$ cat config.mk
export PLATFORM = sky130hd
export DESIGN_NAME = line_sync_clock_gate
export DESIGN_NICKNAME = d
export VERILOG_FILES = /design/src/rtl/lsg_pkg.sv /design/src/rtl/lsg_sync.sv /design/src/rtl/lsg_edge.sv /design/src/rtl/lsg_ctrl.sv /design/src/rtl/lsg_gate.sv /design/src/rtl/line_sync_clock_gate.sv
export SDC_FILE = /design/constraint.sdc
export NUM_CORES = 1
export LEC_CHECK = 0
export BUFFER_PORTS_ARGS = -buffer_cell sky130_fd_sc_hd__buf_2
export CAP_MARGIN = 20
export CORE_AREA = 2 2 39 41
export CTS_CLUSTER_SIZE = 10
export DETAILED_ROUTE_END_ITERATION = 12
export DIE_AREA = 0 0 41 43
export HOLD_SLACK_MARGIN = 0.08
export SKIP_LAST_GASP = 1
export SLEW_MARGIN = 5
export SYNTH_ARGS = -nofsm -noshare
export SYNTH_HDL_FRONTEND = slang
export SYNTH_SLANG_ARGS = --single-unit
$ cat constraint.sdc
create_clock -name clk -period 3.6 [get_ports clk]
set_clock_uncertainty 0.1 [all_clocks]
set_input_delay 0.36 -clock clk [delete_from_list [all_inputs] [get_ports clk]]
set_output_delay 0.36 -clock clk [all_outputs]
set_load 0.02 [all_outputs]
$ cat src/rtl/lsg_pkg.sv
package lsg_pkg;
  typedef enum logic [1:0] {
    ST_PASS  = 2'd0,
    ST_ARMED = 2'd1,
    ST_LINE  = 2'd2,
    ST_RUN   = 2'd3
  } lsg_state_e;

  localparam int IDX_TCLK = 0;
  localparam int IDX_HOLD = 1;
  localparam int IDX_LINE = 2;
  localparam int IDX_REF  = 3;
  localparam int N_INPUTS = 4;
endpackage

$ cat src/rtl/lsg_sync.sv
module lsg_sync #(
  parameter int W      = 4,
  parameter int STAGES = 2
) (
  input  logic         clk,
  input  logic         rst_n,
  input  logic [W-1:0] async_in,
  output logic [W-1:0] sync_out
);
  localparam int LAST = STAGES - 1;

  logic [STAGES-1:0][W-1:0] chain;

  always_ff @(posedge clk or negedge rst_n) begin
    if (!rst_n) chain[0] <= '0;
    else        chain[0] <= async_in;
  end

  generate
    for (genvar s = 1; s < STAGES; s++) begin : g_stage
      always_ff @(posedge clk or negedge rst_n) begin
        if (!rst_n) chain[s] <= '0;
        else        chain[s] <= chain[s-1];
      end
    end
  endgenerate

  assign sync_out = chain[LAST];
endmodule

$ cat src/rtl/lsg_edge.sv
module lsg_edge #(
  parameter int W = 3
) (
  input  logic         clk,
  input  logic         rst_n,
  input  logic [W-1:0] level,
  output logic [W-1:0] rise,
  output logic [W-1:0] fall
);
  logic [W-1:0] prev;

  always_ff @(posedge clk or negedge rst_n) begin
    if (!rst_n) prev <= '0;
    else        prev <= level;
  end

  generate
    for (genvar i = 0; i < W; i++) begin : g_bit
      assign rise[i] = level[i] & ~prev[i];
      assign fall[i] = ~level[i] & prev[i];
    end
  endgenerate
endmodule

$ cat src/rtl/lsg_ctrl.sv
module lsg_ctrl
  import lsg_pkg::*;
(
  input  logic clk,
  input  logic rst_n,
  input  logic hold_rise,
  input  logic hold_fall,
  input  logic line_rise,
  input  logic ref_rise,
  output logic want_en,
  output logic waiting
);
  lsg_state_e state, state_nx;

  always_comb begin
    state_nx = state;
    unique case (state)
      ST_PASS:  if (hold_fall) state_nx = ST_ARMED;
      ST_ARMED: begin
        if (hold_rise)      state_nx = ST_PASS;
        else if (line_rise) state_nx = ST_LINE;
      end
      ST_LINE: begin
        if (hold_rise)     state_nx = ST_PASS;
        else if (ref_rise) state_nx = ST_RUN;
      end
      ST_RUN:   if (hold_rise) state_nx = ST_PASS;
      default:  state_nx = ST_PASS;
    endcase
  end

  always_ff @(posedge clk or negedge rst_n) begin
    if (!rst_n) state <= ST_PASS;
    else        state <= state_nx;
  end

  assign want_en = (state == ST_PASS) || (state == ST_RUN);
  assign waiting = (state == ST_ARMED) || (state == ST_LINE);

  // Release only follows a latched line edge.
  assert_release_order_R5: assert property (@(posedge clk) disable iff (!rst_n)
    (state == ST_RUN && $past(state) != ST_RUN) |-> $past(state) == ST_LINE);

  // A reference edge while armed never opens the gate.
  assert_ref_ignored_R4: assert property (@(posedge clk) disable iff (!rst_n)
    (state == ST_ARMED && !hold_rise) |=> state != ST_RUN);

  // Coinciding line and reference edges only latch the line.
  assert_same_cycle_R8: assert property (@(posedge clk) disable iff (!rst_n)
    (state == ST_ARMED && line_rise && ref_rise && !hold_rise) |=> state == ST_LINE);

  // Released gate stays released until the request goes high.
  assert_stay_run_R6: assert property (@(posedge clk) disable iff (!rst_n)
    (state == ST_RUN && !hold_rise) |=> state == ST_RUN);

  // Request high during a wait cancels it.
  assert_cancel_R9: assert property (@(posedge clk) disable iff (!rst_n)
    (waiting && hold_rise) |=> (state == ST_PASS));
endmodule

$ cat src/rtl/lsg_gate.sv
module lsg_gate (
  input  logic clk,
  input  logic rst_n,
  input  logic tclk_s,
  input  logic want_en,
  output logic clk_out
);
  logic en;

  always_ff @(posedge clk or negedge rst_n) begin
    if (!rst_n) begin
      en      <= 1'b1;
      clk_out <= 1'b0;
    end else begin
      if (!tclk_s) en <= want_en;
      clk_out <= tclk_s & en;
    end
  end

  // Enable moves only during the low phase of the timing clock.
  assert_no_runt_R7: assert property (@(posedge clk) disable iff (!rst_n)
    (en != $past(en)) |-> !$past(tclk_s));

  // A closed gate holds the output low.
  assert_held_low_R3: assert property (@(posedge clk) disable iff (!rst_n)
    !$past(en) |-> !clk_out);

  // Output can only be high while the timing clock was high.
  assert_follow_R2: assert property (@(posedge clk) disable iff (!rst_n)
    clk_out |-> $past(tclk_s));
endmodule

$ cat src/rtl/line_sync_clock_gate.sv
module line_sync_clock_gate
  import lsg_pkg::*;
#(
  parameter int SYNC_STAGES = 2
) (
  input  logic clk,
  input  logic rst_n,
  input  logic tclk_in,
  input  logic hold_n,
  input  logic line_in,
  input  logic ref_in,
  output logic clk_out,
  output logic waiting
);
  logic [N_INPUTS-1:0] raw, synced, rise, fall;
  logic                want_en;

  assign raw[IDX_TCLK] = tclk_in;
  assign raw[IDX_HOLD] = hold_n;
  assign raw[IDX_LINE] = line_in;
  assign raw[IDX_REF]  = ref_in;

  lsg_sync #(.W(N_INPUTS), .STAGES(SYNC_STAGES)) u_sync (
    .clk      (clk),
    .rst_n    (rst_n),
    .async_in (raw),
    .sync_out (synced)
  );

  lsg_edge #(.W(N_INPUTS)) u_edge (
    .clk   (clk),
    .rst_n (rst_n),
    .level (synced),
    .rise  (rise),
    .fall  (fall)
  );

  lsg_ctrl u_ctrl (
    .clk       (clk),
    .rst_n     (rst_n),
    .hold_rise (rise[IDX_HOLD]),
    .hold_fall (fall[IDX_HOLD]),
    .line_rise (rise[IDX_LINE]),
    .ref_rise  (rise[IDX_REF]),
    .want_en   (want_en),
    .waiting   (waiting)
  );

  lsg_gate u_gate (
    .clk     (clk),
    .rst_n   (rst_n),
    .tclk_s  (synced[IDX_TCLK]),
    .want_en (want_en),
    .clk_out (clk_out)
  );

  // While halted the gated output stays low.
  assert_wait_quiet_R3: assert property (@(posedge clk) disable iff (!rst_n)
    (waiting && $past(waiting) && $past(waiting, 2) && !$past(synced[IDX_TCLK]))
      |-> !clk_out);
endmodule

==> reports/results.txt <==
CTS clk-pin slew, worst paths: 0.08 ns
Max Cap Viol: 0
Reg2reg setup slack: 2.21 ns
CTS tree: done
Vias per inst: 4.586
Seq/Total Area, Yosys: 64.59%
Vias in the first global route: 340
Die width: 41 um
Critical Path RT: 3.14 ns
Highest clock rate: 593.2 MHz
Post-Syn Nets: 49
Ant. Diodes: 0
Post-Synthesis Cells: 38
Sink Count: 15
Switch share: 31.49%
Clock Latency Late Sink: 0.27 ns
DP HPWL: 570.2 um
Avg Cell Area, Syn: 15.34 um2
Non-filler instance count after layout: 70
Worst R2R Start: u_ctrl.state[0]$_DFFE_PN0P_
CTS root buf: clkbuf_4
Hold Path Class: reg -> reg
Cell Area, Synth: 583.1 um2
Largest net degree at the start of global routing: 16
Crit path arrival time: 1.23 ns
Placed insts: 61
Routed Antenna Nets: 0
Area of the multi-input gates: 195.2 um2
Number of buffers created by CTS: 3
GRT Overall Usage: 11.42%
Synth warnings: 0
TNS Setup: 0 ns
Layout area overhead: 22.53%
Max stage delay on crit path: 0.39 ns
Period utilisation layout: 46.82%
Worst VDD drop: 0.2951 mV
Synth area leaders: dfrtp_1 (60%), ha_1 (11%), nand2b_4 (4.7%)
RePlAce Congestion: 0.6338
Rows: 14
Final setup violation count: 0
Share of cells above drive strength 1: 27.78%
# fillers: 120
Hold buffers post-CTS: 4
Switching Power: 143.9 uW
H-tree depth: 1
Core area: 1384 um2
PortBufs: 7
DR vias: 321
Starting Density: 42.13%
Slew Viols, Final: 0
Rel. slew slack: 79.46%
Reg area: 376.6 um2
Slowest CP cell: dfrtp_1
Final Hold Viols: 0
RSZ-0062 raised after global routing: no
Final nets: 66
Core occupancy in the finished layout: 51.63%
Post-cts sizing count: 0
Worst-margin pin slew: 0.3081 ns
DR WL/cell: 10.43 um
CP startpoint kind: flop
Leakage power: 0.0003494 uW
Flops & latches, synth: 15
Worst Setup End Kind: primary output
I/O Pins: 8
CP Max Fanout: 4
HP Start: u_sync.chain[3]$_DFF_PN0_
Post-CTS setup buffers: 0
Grt ovf: 0
Pre-antenna DRT Iters: 1
Cell Int Power: 313.0 uW
Netlist cell types: 17
Post-synth top area share: 60.09%
DRC violations left: 0
FF-to-FF End: u_ctrl.state[0]$_DFFE_PN0P_
Initial antenna violation count: 0
CTS Buffer Depth: 2
Final critical-path required period: 1.686 ns
Hold Path Depth: 0
R2r worst-path depth: 4
CP Class: reg -> out
Status: finished clean
Initial drt markers: 0
DIE AREA: 1763 um2
Clk pwr share: 19.3%
Die Height: 43 um
Area leader, netlist: dfrtp_1
PD cells: 639.6 nW/um2
Flop pwr share: 46.0%
Cells along the critical path: inv_1 > ha_1 > buf_2
Hold path endpoint: u_sync.sync_out[3]$_DFF_PN0_
Total Routed Length: 730 um
Comb power frac: 34.7%
Power, Total: 457.0 uW
First-pass GRT wire length: 1.338 mm
flip-flops by register name (all words and copies together) (netlist names):
name and flops:
u_ctrl.state 2, u_gate.clk_out 1, u_gate.en 1, u_sync.sync_out 4, u_sync.chain 4, u_edge.prev 3
routing by layer:
metal | vias to the layer above | global-route usage [%] | routed length, um
met3 | 0 | 1.571 | 13
met2 | 5 | 16.56 | 404
met1 | 154 | 15.11 | 312
met4 | 0 | 8.000 | 0
li1 | 162 | - | -
met5 | - | 0 | 0
power groups by stage:
stage / Clock, uW / Combinational [uW] / Sequential, uW
global placement: 0 / 150 / 211
floorplan: 0 / 122 / 214
global route: 103 / 179 / 215
finish: 88.2 / 159 / 210
detailed placement: 0 / 156 / 214
CTS: 94.2 / 160 / 211
cells in the mapped netlist:
cell and n:
a21oi_2 1, dfstp_2 1, a21oi_1 1, a2bb2oi_1 1
dfrtp_1 14, ha_1 5, and2_1 1, o21bai_1 2
inv_1 3, nand2b_4 2, o22ai_1 1, o2bb2ai_1 1
o211ai_1 1, nor3b_1 1, nor2_1 1, nand2b_1 1
a22oi_4 1
cell families after synthesis:
group	after synthesis	synth area share, %
AOI/OAI and AO/OA	9	13.95
adders and majority gates	5	10.73
buffers and inverters	3	1.931
DFF	15	64.59
and+or+nand+nor	6	8.800
cell usage in the layout (no fill, tap or decap):
cell type | Yosys | final
dfrtp_1 | 14 | 14
o22ai_1 | 1 | 1
dlygate4sd3_1 | 0 | 5
ha_1 | 5 | 5
buf_2 | 0 | 7
o21bai_1 | 2 | 2
clkbuf_1 | 0 | 1
nor3b_1 | 1 | 1
a2bb2oi_1 | 1 | 1
a21oi_1 | 1 | 1
o2bb2ai_1 | 1 | 1
and2_1 | 1 | 1
nand2b_1 | 1 | 1
nor2_1 | 1 | 1
a22oi_4 | 1 | 1
nand2b_4 | 2 | 2
a21oi_2 | 1 | 1
clkbuf_4 | 0 | 3
dfstp_2 | 1 | 1
inv_1 | 3 | 3
o211ai_1 | 1 | 1
critical path, delay by kind of cell (launching register included):
family                   cells  cell delay, ns
adder cells (fa/ha/maj)      1            0.31
flip-flops                   1            0.39
buffers and inverters        2            0.26
final cells by class:
class                           count  area share [%]
Clock buffer                        4           3.678
Inverter                            3           1.576
Multi-Input combinational cell     20           27.32
Sequential cell                    15           52.71
Tap cell                           16           2.802
Timing Repair Buffer               12           11.91
worst max-delay path by stage:
stage / to / cells past startpoint / startpoint
after floorplan: u_ctrl.state[0]$_DFFE_PN0P_ / 4 / u_ctrl.state[0]$_DFFE_PN0P_
after global placement: waiting / 3 / u_ctrl.state[0]$_DFFE_PN0P_
after detailed placement: waiting / 3 / u_ctrl.state[0]$_DFFE_PN0P_
after CTS: waiting / 3 / u_ctrl.state[0]$_DFFE_PN0P_
after global routing: waiting / 3 / u_ctrl.state[1]$_DFFE_PN0P_
final: waiting / 3 / u_ctrl.state[0]$_DFFE_PN0P_
through the flow:
| stage | instance area, um2 | hold slack (ns) | setup WS, ns |
|---|---|---|---|
| floorplan | 583.1 | -0.03559 | 2.321 |
| global placement | 638.1 | 0.1614 | 2.245 |
| detailed placement | 638.1 | 0.1707 | 2.200 |
| CTS | 704.4 | 0.08532 | 1.889 |
| global route | 714.4 | 0.2659 | 1.821 |
| finish | 714.4 | 0.2517 | 1.914 |
No activity file was read; power rests on OpenSTA's default activity.
